--- config.mk ---
export PLATFORM = sky130hd
export DESIGN_NAME = tri_dither_pwm
export DESIGN_NICKNAME = d
export VERILOG_FILES = /design/src/rtl/tdp_pkg.sv /design/src/rtl/tdp_coef.sv /design/src/rtl/tdp_sel.sv /design/src/rtl/tdp_seq.sv /design/src/rtl/tri_dither_pwm.sv
export SDC_FILE = /design/constraint.sdc
export NUM_CORES = 1
export LEC_CHECK = 0
export BUFFER_PORTS_ARGS = -buffer_cell sky130_fd_sc_hd__buf_2
export CAP_MARGIN = 20
export CORE_MARGIN = 5
export CORE_UTILIZATION = 64
export DETAILED_ROUTE_END_ITERATION = 6
export PLACE_DENSITY = 0.86
export SLEW_MARGIN = 10
export SYNTH_ARGS = -nofsm -noshare
export SYNTH_HDL_FRONTEND = slang
export SYNTH_SLANG_ARGS = --single-unit
--- constraint.sdc ---
create_clock -name clk -period 8.2 [get_ports clk]
set_input_delay 0.41 -clock clk [delete_from_list [all_inputs] [get_ports clk]]
set_output_delay 0.41 -clock clk [all_outputs]
set_load 0.02 [all_outputs]
--- src/rtl/tdp_pkg.sv ---
package tdp_pkg;
   // which of the three compare levels a period of the window uses
   typedef enum logic [1:0] {
      LVL_HI  = 2'd0,
      LVL_MID = 2'd1,
      LVL_LO  = 2'd2
   } tdp_lvl_e;
endpackage

--- src/rtl/tdp_coef.sv ---
// Rule-based run-length coefficients for one sequence step.
module tdp_coef #(
   parameter int SL = 8,
   localparam int SW = $clog2(SL),
   localparam int KW = $clog2(SL + 1)
) (
   input  logic [SW-1:0] step_i,
   output logic [KW-1:0] hc_o,
   output logic [KW-1:0] mc_o
);
   localparam int H = SL / 2;

   always_comb begin
      if (int'(step_i) < H) begin
         hc_o = KW'(H - 1 + (int'(step_i) + 1) / 2);
         mc_o = step_i[0] ? KW'(1) : KW'(2);
      end else if (int'(step_i) == H) begin
         hc_o = KW'(H);
         mc_o = KW'(0);
      end else begin
         hc_o = KW'(H / 2 + (int'(step_i) - H - 1) / 2);
         mc_o = step_i[0] ? KW'(1) : KW'(2);
      end
   end
endmodule

--- src/rtl/tdp_sel.sv ---
// Picks the compare value for one period of the window.
module tdp_sel
   import tdp_pkg::*;
#(
   parameter int SL = 8,
   parameter int CW = 5,
   localparam int SW = $clog2(SL),
   localparam int KW = $clog2(SL + 1)
) (
   input  logic [SW-1:0] pc_i,
   input  logic [SW-1:0] step_i,
   input  logic [CW-1:0] base_i,
   input  logic [KW-1:0] hc_i,
   input  logic [KW-1:0] mc_i,
   output logic [CW-1:0] cmp_o
);
   localparam int H = SL / 2;

   tdp_lvl_e      lvl;
   logic [CW-1:0] lo_v;
   logic [CW-1:0] hi_v;

   always_comb begin
      if (KW'(pc_i) < hc_i)             lvl = LVL_HI;
      else if (KW'(pc_i) < hc_i + mc_i) lvl = LVL_MID;
      else                              lvl = LVL_LO;
   end

   always_comb begin
      lo_v = base_i + ((int'(step_i) >= H) ? CW'(1) : CW'(0));
      hi_v = (int'(step_i) == H) ? lo_v + CW'(1) : lo_v + CW'(2);
      unique case (lvl)
         LVL_HI:  cmp_o = hi_v;
         LVL_MID: cmp_o = lo_v + CW'(1);
         default: cmp_o = lo_v;
      endcase
   end
endmodule

--- src/rtl/tdp_seq.sv ---
// Sequence step and base state with deferred step requests.
module tdp_seq #(
   parameter int SL    = 8,
   parameter int CW    = 5,
   parameter int BASE0 = 1,
   parameter int CEIL  = 31,
   localparam int SW = $clog2(SL)
) (
   input  logic          clk,
   input  logic          rst,
   input  logic          req_i,
   input  logic          win_end_i,
   output logic [SW-1:0] step_q_o,
   output logic [CW-1:0] base_q_o,
   output logic [SW-1:0] step_d_o,
   output logic [CW-1:0] base_d_o
);
   localparam logic [SW-1:0] LAST = SW'(SL - 1);
   localparam logic [CW-1:0] BTOP = CW'(CEIL - 3);

   logic [SW-1:0] step_q;
   logic [CW-1:0] base_q;
   logic          pend_q;
   logic          at_top;
   logic          eff;
   logic          adv;

   assign at_top = (base_q == BTOP) && (step_q == LAST);
   assign eff    = pend_q | req_i;
   assign adv    = win_end_i & eff & ~at_top;

   assign step_d_o = adv ? ((step_q == LAST) ? '0 : step_q + SW'(1)) : step_q;
   assign base_d_o = (adv && step_q == LAST) ? base_q + CW'(1) : base_q;

   always_ff @(posedge clk) begin
      if (rst) begin
         step_q <= '0;
         base_q <= CW'(BASE0);
         pend_q <= 1'b0;
      end else begin
         step_q <= step_d_o;
         base_q <= base_d_o;
         pend_q <= win_end_i ? 1'b0 : (eff & ~at_top);
      end
   end

   assign step_q_o = step_q;
   assign base_q_o = base_q;
endmodule

--- src/rtl/tri_dither_pwm.sv ---
// Three-way dithered PWM: period window counter, compare register, pin.
module tri_dither_pwm #(
   parameter int CW    = 5,
   parameter int SL    = 8,
   parameter int BASE0 = 1,
   parameter int CEIL  = 31,
   localparam int SW = $clog2(SL),
   localparam int KW = $clog2(SL + 1)
) (
   input  logic          clk,
   input  logic          rst,
   input  logic          step_req,
   input  logic [CW-1:0] tmr_i,
   output logic          pwm_o,
   output logic [CW-1:0] cmp_o,
   output logic [SW-1:0] step_o
);
   localparam logic [CW-1:0] TMAX = '1;
   localparam logic [SW-1:0] LAST = SW'(SL - 1);

   generate
      if (SL < 4 || SL % 4 != 0) begin : g_bad_sl
         $error("tri_dither_pwm: SL must be a multiple of 4, at least 4");
      end
      if (CEIL > (1 << CW) - 1 || BASE0 + 3 > CEIL || BASE0 < 0) begin : g_bad_range
         $error("tri_dither_pwm: need 0 <= BASE0, BASE0+3 <= CEIL <= 2**CW-1");
      end
   endgenerate

   logic [SW-1:0] pc_q;
   logic [SW-1:0] pc_d;
   logic [CW-1:0] cmp_q;
   logic [CW-1:0] cmp_d;
   logic          pwm_q;
   logic          bnd;
   logic          win_end;
   logic [SW-1:0] step_q;
   logic [SW-1:0] step_d;
   logic [CW-1:0] base_q;
   logic [CW-1:0] base_d;
   logic [KW-1:0] hc;
   logic [KW-1:0] mc;

   assign bnd     = (tmr_i == TMAX);
   assign win_end = bnd && (pc_q == LAST);
   assign pc_d    = bnd ? ((pc_q == LAST) ? '0 : pc_q + SW'(1)) : pc_q;

   tdp_seq #(.SL(SL), .CW(CW), .BASE0(BASE0), .CEIL(CEIL)) i_seq (
      .clk       (clk),
      .rst       (rst),
      .req_i     (step_req),
      .win_end_i (win_end),
      .step_q_o  (step_q),
      .base_q_o  (base_q),
      .step_d_o  (step_d),
      .base_d_o  (base_d)
   );

   tdp_coef #(.SL(SL)) i_coef (
      .step_i (step_d),
      .hc_o   (hc),
      .mc_o   (mc)
   );

   tdp_sel #(.SL(SL), .CW(CW)) i_sel (
      .pc_i   (pc_d),
      .step_i (step_d),
      .base_i (base_d),
      .hc_i   (hc),
      .mc_i   (mc),
      .cmp_o  (cmp_d)
   );

   always_ff @(posedge clk) begin
      if (rst) begin
         pc_q  <= '0;
         cmp_q <= CW'(BASE0 + 2);
         pwm_q <= 1'b0;
      end else if (bnd) begin
         pc_q  <= pc_d;
         cmp_q <= cmp_d;
         pwm_q <= 1'b1;
      end else if (tmr_i == cmp_q) begin
         pwm_q <= 1'b0;
      end
   end

   assign pwm_o  = pwm_q;
   assign cmp_o  = cmp_q;
   assign step_o = step_q;
endmodule

==> results.cfg, run 1 <==
[pwr]
sw_frac_of_total_pct = 24.6
irDropWorstVdd_uv = 82.3
power_density_nw_per_um2 = 78.5
p_seq_share_pct = 61.2
switchingPower_uw = 35.7
pwr-share-clk_pct = 31.6
intPower_uw = 109
p_leak_uw = 0.000758
combPwrFrac_pct = 7.3

[sta]
setup_violations = 0
worstMarginPinSlew_ns = 0.430
drv_slew = 0
relSlewSlack_pct = 70.5
period_share_pct = 63.7
tns_ns = 0
clock_skew_ns = 0.00627
fmax_ghz = 0.191
period_needed_ns = 5.23
rsz0062_at_grt = false
hold_viol = 0

[yosys]
yosys.area_share.simple_pct = 25.9
synth_area_sq_um = 1730
synth_cell_types = 57
synth-warning-count = 0
synth_ff_type = dfxtp_1
async_reset_ff_share_pct = 0
syn_nets = 244
synth_fa_ha_area_share_pct = 16.4
netlist_instances = 214
synthXorXnorAreaFrac_pct = 10.1
synth_top_family_by_area = simple AND/OR/NAND/NOR gates
yosys_register_bits = 18
synth_compound_area_share_pct = 20.0
yosysSeqAreaShare_pct = 20.9
muxShareOfSynthArea_pct = 2.03
syn_avg_cell_area_sq_um = 8.07
synth_edf_count = 0

[placement]
dp_hpwl_mm = 3.26
port_buffers = 16
place.gp.congestion = 0.883
place_area_sq_um = 1820

[final_layout]
n_antenna_cell = 0
final_util_pct = 73.2
syn2layout_area_growth_pct = 6.81
design_area_sq_um = 1850
drive_above_1_share_pct = 15.4
final_nets = 260

[setup_path]
critPathKind = flip-flop to flip-flop
worstPathRequired_ns = 8.44
endpoint = cmp_o[3]$_SDFFE_PP0N_
crit_path_max_incr_delay_ns = 0.48
reg2reg_from = i_seq.step_q_o[0]$_SDFF_PP0_
arrival_ns = 5.46
cp_slowest_cell = dfxtp_1
rr_endpoint = cmp_o[3]$_SDFFE_PP0N_
critical_path_peak_fanout = 10
crit_top_cell = ha_1
startpoint = i_seq.step_q_o[0]$_SDFF_PP0_
cp_cell_sequence = ha_1, ha_1, nand3_1, o22ai_4, nor2_2, mux2i_2, inv_1, ha_1, xnor2_1, ha_1, o21ai_0, fa_1, inv_1, ha_1, nor2_1, nand3_1, a211oi_1, nor3_1, o211ai_2, a2111o_1, a31oi_1
startpoint_type = flip-flop
end_kind = flip-flop
r2r_setup_slack_ns = 2.97
ff2ff_path_depth = 21

[route]
drt-total-wl_mm = 4.09
drc = 0
wl_met2_mm = 2.10
drt_iter0_markers = 99
final_antenna_net_count = 0
wl_met3_microns = 208
post_drt_via_cell_ratio = 6.37
routedLengthMet1_mm = 1.72
highest_layer = met4
num_vias = 1643
wl_per_cell_microns = 15.9
drtPass1Iterations = 4

[global_route]
grt_pass1_vias = 1534
grt_max_degree = 20
grt_pass1_wl_mm = 6.61
grt-ovfl-total = 0
grt_usage_pct = 23.0
grt_antenna_before_repair = 0

[cts]
htreeDepth = 1
cts_buffers = 3
cts_setup_buffers = 0
clkSinkCount = 18
cts-resized-gates = 0
cts_root_buf = clkbuf_4
cts_hold_buf = 0
clockBufferDepth = 2
clkTransAtPathRegs_ns = 0.11
cts_tree = built
clock_latency_ns = 0.30

[job]
maxCapViolations = 0

[outcome]
status = finished clean

[floorplan]
start_util_pct = 68.5
die_y_microns = 62.0
io_pins = 17
coreArea_sq_um = 2520
die_w_microns = 62.0
row_count = 18
die_area_sq_um = 3840

[min_path]
hold_path.class = flip-flop to flip-flop
registers in the layout, indices dropped and copies added, names as in the netlist:
name / cells
cmp_o: 5
i_seq.base_q_o: 5
i_seq.step_q_o: 3
pc_q: 3
i_seq.pend_q: 1
pwm_o: 1
cell usage in the layout (no fill, tap or decap), types with 2 or more instances in the layout:
master | netlist | layout
nand3_1 | 11 | 11
nor2b_1 | 3 | 3
nor4_2 | 2 | 2
xnor2_1 | 13 | 13
ha_1 | 21 | 21
xor2_1 | 7 | 7
a21o_1 | 2 | 2
a211oi_1 | 3 | 3
a31oi_1 | 3 | 3
and4_4 | 2 | 2
nor2_1 | 22 | 22
buf_2 | 0 | 16
o21ai_0 | 5 | 5
clkbuf_4 | 0 | 3
o31ai_1 | 2 | 2
a211o_1 | 2 | 2
nand2_1 | 20 | 20
nand4_1 | 2 | 2
dfxtp_1 | 18 | 18
nor3_1 | 7 | 7
inv_1 | 16 | 16
a21oi_1 | 13 | 13
o221ai_1 | 2 | 2
worst min-delay path by stage:
stage / to / cells past startpoint / startpoint / slack [ns]
final: pwm_o$_SDFFE_PP0P_ / 2 / pwm_o$_SDFFE_PP0P_ / 0.48
after CTS: pwm_o$_SDFFE_PP0P_ / 2 / pwm_o$_SDFFE_PP0P_ / 0.49
after global placement: pwm_o$_SDFFE_PP0P_ / 2 / pwm_o$_SDFFE_PP0P_ / 0.45
after global routing: pwm_o$_SDFFE_PP0P_ / 2 / pwm_o$_SDFFE_PP0P_ / 0.50
after detailed placement: pwm_o$_SDFFE_PP0P_ / 2 / pwm_o$_SDFFE_PP0P_ / 0.47
after floorplan: i_seq.base_q_o[4]$_SDFF_PP0_ / 2 / i_seq.base_q_o[4]$_SDFF_PP0_ / 0.52
area by class of cell:
cell class,count,area (sq um)
timing repair buffer,16,80.1
tap,30,37.5
fill,214,677
inverter,16,60.1
sequential,18,360
multi-input combinational,175,1280
clock buffer,3,22.5
synth_stat cells, drive strengths merged, types with 2 or more instances:
master	count	area share (%)
nand4	2	0.72
clkbuf	3	0.65
nand3	12	4.2
dfxtp	18	21
xnor2	13	6.6
a211oi	3	1.3
a211o	2	1.0
o21ai	6	1.7
xor2	7	3.5
mux2i	2	1.4
nor2b	3	1.1
nor3	7	2.0
buf	2	0.65
o31ai	2	0.87
nor2	23	5.1
o221ai	2	1.0
o211ai	2	1.2
inv	16	3.5
a21o	2	0.87
and4	3	1.8
or3	2	1.0
nand2	21	4.7
ha	21	15
a21oi	13	3.8
a31oi	3	1.1
nor4	2	1.4
per-layer routing:
metal  vias to the layer above  global-route usage, %
li1                        804                      -
met3                         4                   1.24
met4                         0                   11.2
met1                       772                   27.1
met5                         -                      0
met2                        63                   42.0
cell families (layout without fill, tap and decap cells):
| family | after synthesis | after routing |
|---|---|---|
| xor+xnor | 20 | 20 |
| compound gates | 47 | 47 |
| simple gates | 83 | 83 |
| mux | 3 | 3 |
| buf+inv | 21 | 35 |
| flops | 18 | 18 |
| fa+ha+maj | 22 | 22 |
through the flow:
stage | power (uW) | setup slack, ns | hold slack (ns) | instances
detailed placement | 101 | 3.11 | 0.472 | 255
global placement | 101 | 3.43 | 0.451 | 255
CTS | 146 | 3.06 | 0.487 | 258
floorplan | 96.8 | 3.58 | 0.522 | 214
finish | 145 | 2.97 | 0.477 | 258
global route | 150 | 2.54 | 0.500 | 258
power by group through the flow:
stage               registers (uW)  clock network (uW)  logic (uW)
finish                        88.6                45.8        10.5
global route                  88.8                49.7        11.7
CTS                           88.7                46.6        10.4
detailed placement            90.7                   0        10.4
global placement              90.6                   0        9.96
floorplan                     90.8                   0        6.00
worst max-delay path: cells and delay by family (launching register included):
kind / cells / cell delay, ns
adder cells (fa/ha/maj): 6 / 1.78
AO/OA/AOI/OAI: 6 / 1.47
AND/OR/NAND/NOR: 5 / 0.73
flip-flops: 1 / 0.48
multiplexers: 1 / 0.31
buffers and inverters: 2 / 0.24
XOR/XNOR: 1 / 0.15
No activity file was read; power rests on OpenSTA's default activity.
==> run 2: changes to the inputs <==
--- a/config.mk
+++ b/config.mk
@@ -8,9 +8,9 @@
 export BUFFER_PORTS_ARGS = -buffer_cell sky130_fd_sc_hd__buf_2
 export CAP_MARGIN = 20
 export CORE_MARGIN = 5
-export CORE_UTILIZATION = 64
+export CORE_UTILIZATION = 59
 export DETAILED_ROUTE_END_ITERATION = 6
-export PLACE_DENSITY = 0.86
+export PLACE_DENSITY = 0.81
 export SLEW_MARGIN = 10
 export SYNTH_ARGS = -nofsm -noshare
 export SYNTH_HDL_FRONTEND = slang
==> constraint.sdc (replaced) <==
create_clock -name clk -period 5 [get_ports clk]
set_input_delay 0.25 -clock clk [delete_from_list [all_inputs] [get_ports clk]]
set_output_delay 0.25 -clock clk [all_outputs]
set_load 0.02 [all_outputs]
==> run 2 against run 1 <==
Compared with the run above: flip-flop and latch count stayed put; critical endpoint unchanged; sequential share of layout area is 0.41 points lower; utilization is 5.1 points lower.
==> results.cfg, run 2 (synthesis results as in run 1) <==
[floorplan]
coreArea_sq_um = 2780
io_pins = 17
die_y_microns = 64.1
start_util_pct = 62.1
die_area_sq_um = 4110
row_count = 19
die_w_microns = 64.1

[sta]
period_needed_ns = 4.61
relSlewSlack_pct = 72.2
hold_viol = 0
tns_ns = 0
worstMarginPinSlew_ns = 0.416
fmax_ghz = 0.217
rsz0062_at_grt = false
period_share_pct = 92.3
drv_slew = 0
clock_skew_ns = 0.0185
setup_violations = 0

[final_layout]
n_antenna_cell = 0
design_area_sq_um = 1890
layout_common_cells = 22 x nor2_1, 20 x nand2_1, 19 x ha_1, 17 x dfxtp_1, 16 x buf_2
final_common_cell = nor2_1
drive_above_1_share_pct = 18.3
multi_input_area_sq_um = 1310
final_util_pct = 68.0
num-fill-cells = 242
seq_area_sq_um = 362
final_nets = 261
syn2layout_area_growth_pct = 9.49

[cts]
cts_root_buf = clkbuf_4
clock_latency_ns = 0.31
cts_tree = built
cts_setup_buffers = 0
cts_buffers = 3
cts-resized-gates = 0
clkTransAtPathRegs_ns = 0.12
cts_hold_buf = 0
clkSinkCount = 18
htreeDepth = 1
clockBufferDepth = 2

[pwr]
irDropWorstVdd_uv = 212
p_leak_uw = 0.000767
power_density_nw_per_um2 = 136

[global_route]
grt_antenna_before_repair = 0
grt_pass1_wl_mm = 6.63
grt-ovfl-total = 0
grt_usage_pct = 19.5
grt_pass1_vias = 1465
grt_max_degree = 20

[setup_path]
ff2ff_path_depth = 22
worstPathRequired_ns = 5.23
startpoint_type = flip-flop
critPathKind = flip-flop to flip-flop
end_kind = flip-flop
reg2reg_from = i_seq.step_q_o[0]$_SDFF_PP0_
arrival_ns = 4.85
critical_path_peak_fanout = 8
rr_endpoint = cmp_o[3]$_SDFFE_PP0N_
r2r_setup_slack_ns = 0.39

[route]
drtPass1Iterations = 4
post_drt_via_cell_ratio = 5.89
final_antenna_net_count = 0
drc = 0
num_vias = 1537
wl_per_cell_microns = 14.3
drt-total-wl_mm = 3.73
drt_iter0_markers = 111

[placement]
port_buffers = 16
place.gp.congestion = 0.890
place_area_sq_um = 1830
dp_hpwl_mm = 2.91

[min_path]
hold_path.class = primary input to flip-flop
holdPathEnd = i_seq.step_q_o[0]$_SDFF_PP0_
hold_depth = 2
hold_start = rst

[job]
maxCapViolations = 0

[outcome]
status = finished clean
run 2: worst max-delay path, cell delays in order (launching register included):
cell	delay, ns
dfxtp_2	0.38
ha_1	0.21
ha_1	0.19
nand3_1	0.15
o22a_1	0.17
nand2_1	0.19
o31a_1	0.35
ha_1	0.24
inv_1	0.10
ha_2	0.29
xor2_1	0.19
o211ai_1	0.12
o31ai_1	0.11
a22o_1	0.26
xor2_1	0.16
ha_1	0.18
nor2_1	0.06
nand3_1	0.08
a211oi_1	0.05
nor3_1	0.24
o211ai_2	0.21
a2111o_1	0.44
a31oi_1	0.15
run 2: worst max path at each step:
stage	start	end	slack, ns	cells after the start
2_1_floorplan	i_seq.step_q_o[0]$_SDFF_PP0_	cmp_o[3]$_SDFFE_PP0N_	0.38	22
3_3_place_gp	i_seq.step_q_o[0]$_SDFF_PP0_	cmp_o[3]$_SDFFE_PP0N_	0.34	21
3_5_place_dp	i_seq.step_q_o[0]$_SDFF_PP0_	cmp_o[3]$_SDFFE_PP0N_	0.18	21
4_1_cts	i_seq.step_q_o[0]$_SDFF_PP0_	cmp_o[3]$_SDFFE_PP0N_	0.13	21
5_1_grt	i_seq.step_q_o[0]$_SDFF_PP0_	cmp_o[4]$_SDFFE_PP0N_	0.05	23
6_report	i_seq.step_q_o[0]$_SDFF_PP0_	cmp_o[3]$_SDFFE_PP0N_	0.39	22
run 2: area by class of cell:
cell class	instances	area share, %
Clock buffer	4	1.92
Inverter	16	3.17
Multi-Input combinational cell	175	69.1
Sequential cell	18	19.1
Tap cell	31	2.05
Timing Repair Buffer	17	4.63
run 2: routing by layer:
layer  vias up  GRT usage (%)  part of all wire, %
met5         -              0                    0
met4         0           5.60                 0.62
met3         4           4.03                  3.7
met2        40           30.7                   46
met1       693           27.0                   49
li1        800              -                    -
run 2: where the power goes:
group	total (uW)	internal, uW	switching, uW
sequential	145	144	1.02
combinational	17.3	6.66	10.6
clock	95.5	44.5	51.0
run 2: through the flow:
stage	instances	hold slack [ns]	setup WS (ns)	power, uW
global placement	257	0.461	0.340	165
global route	261	0.311	0.0464	269
CTS	261	0.304	0.127	262
finish	261	0.318	0.387	258
floorplan	214	0.489	0.376	159
detailed placement	257	0.488	0.179	166
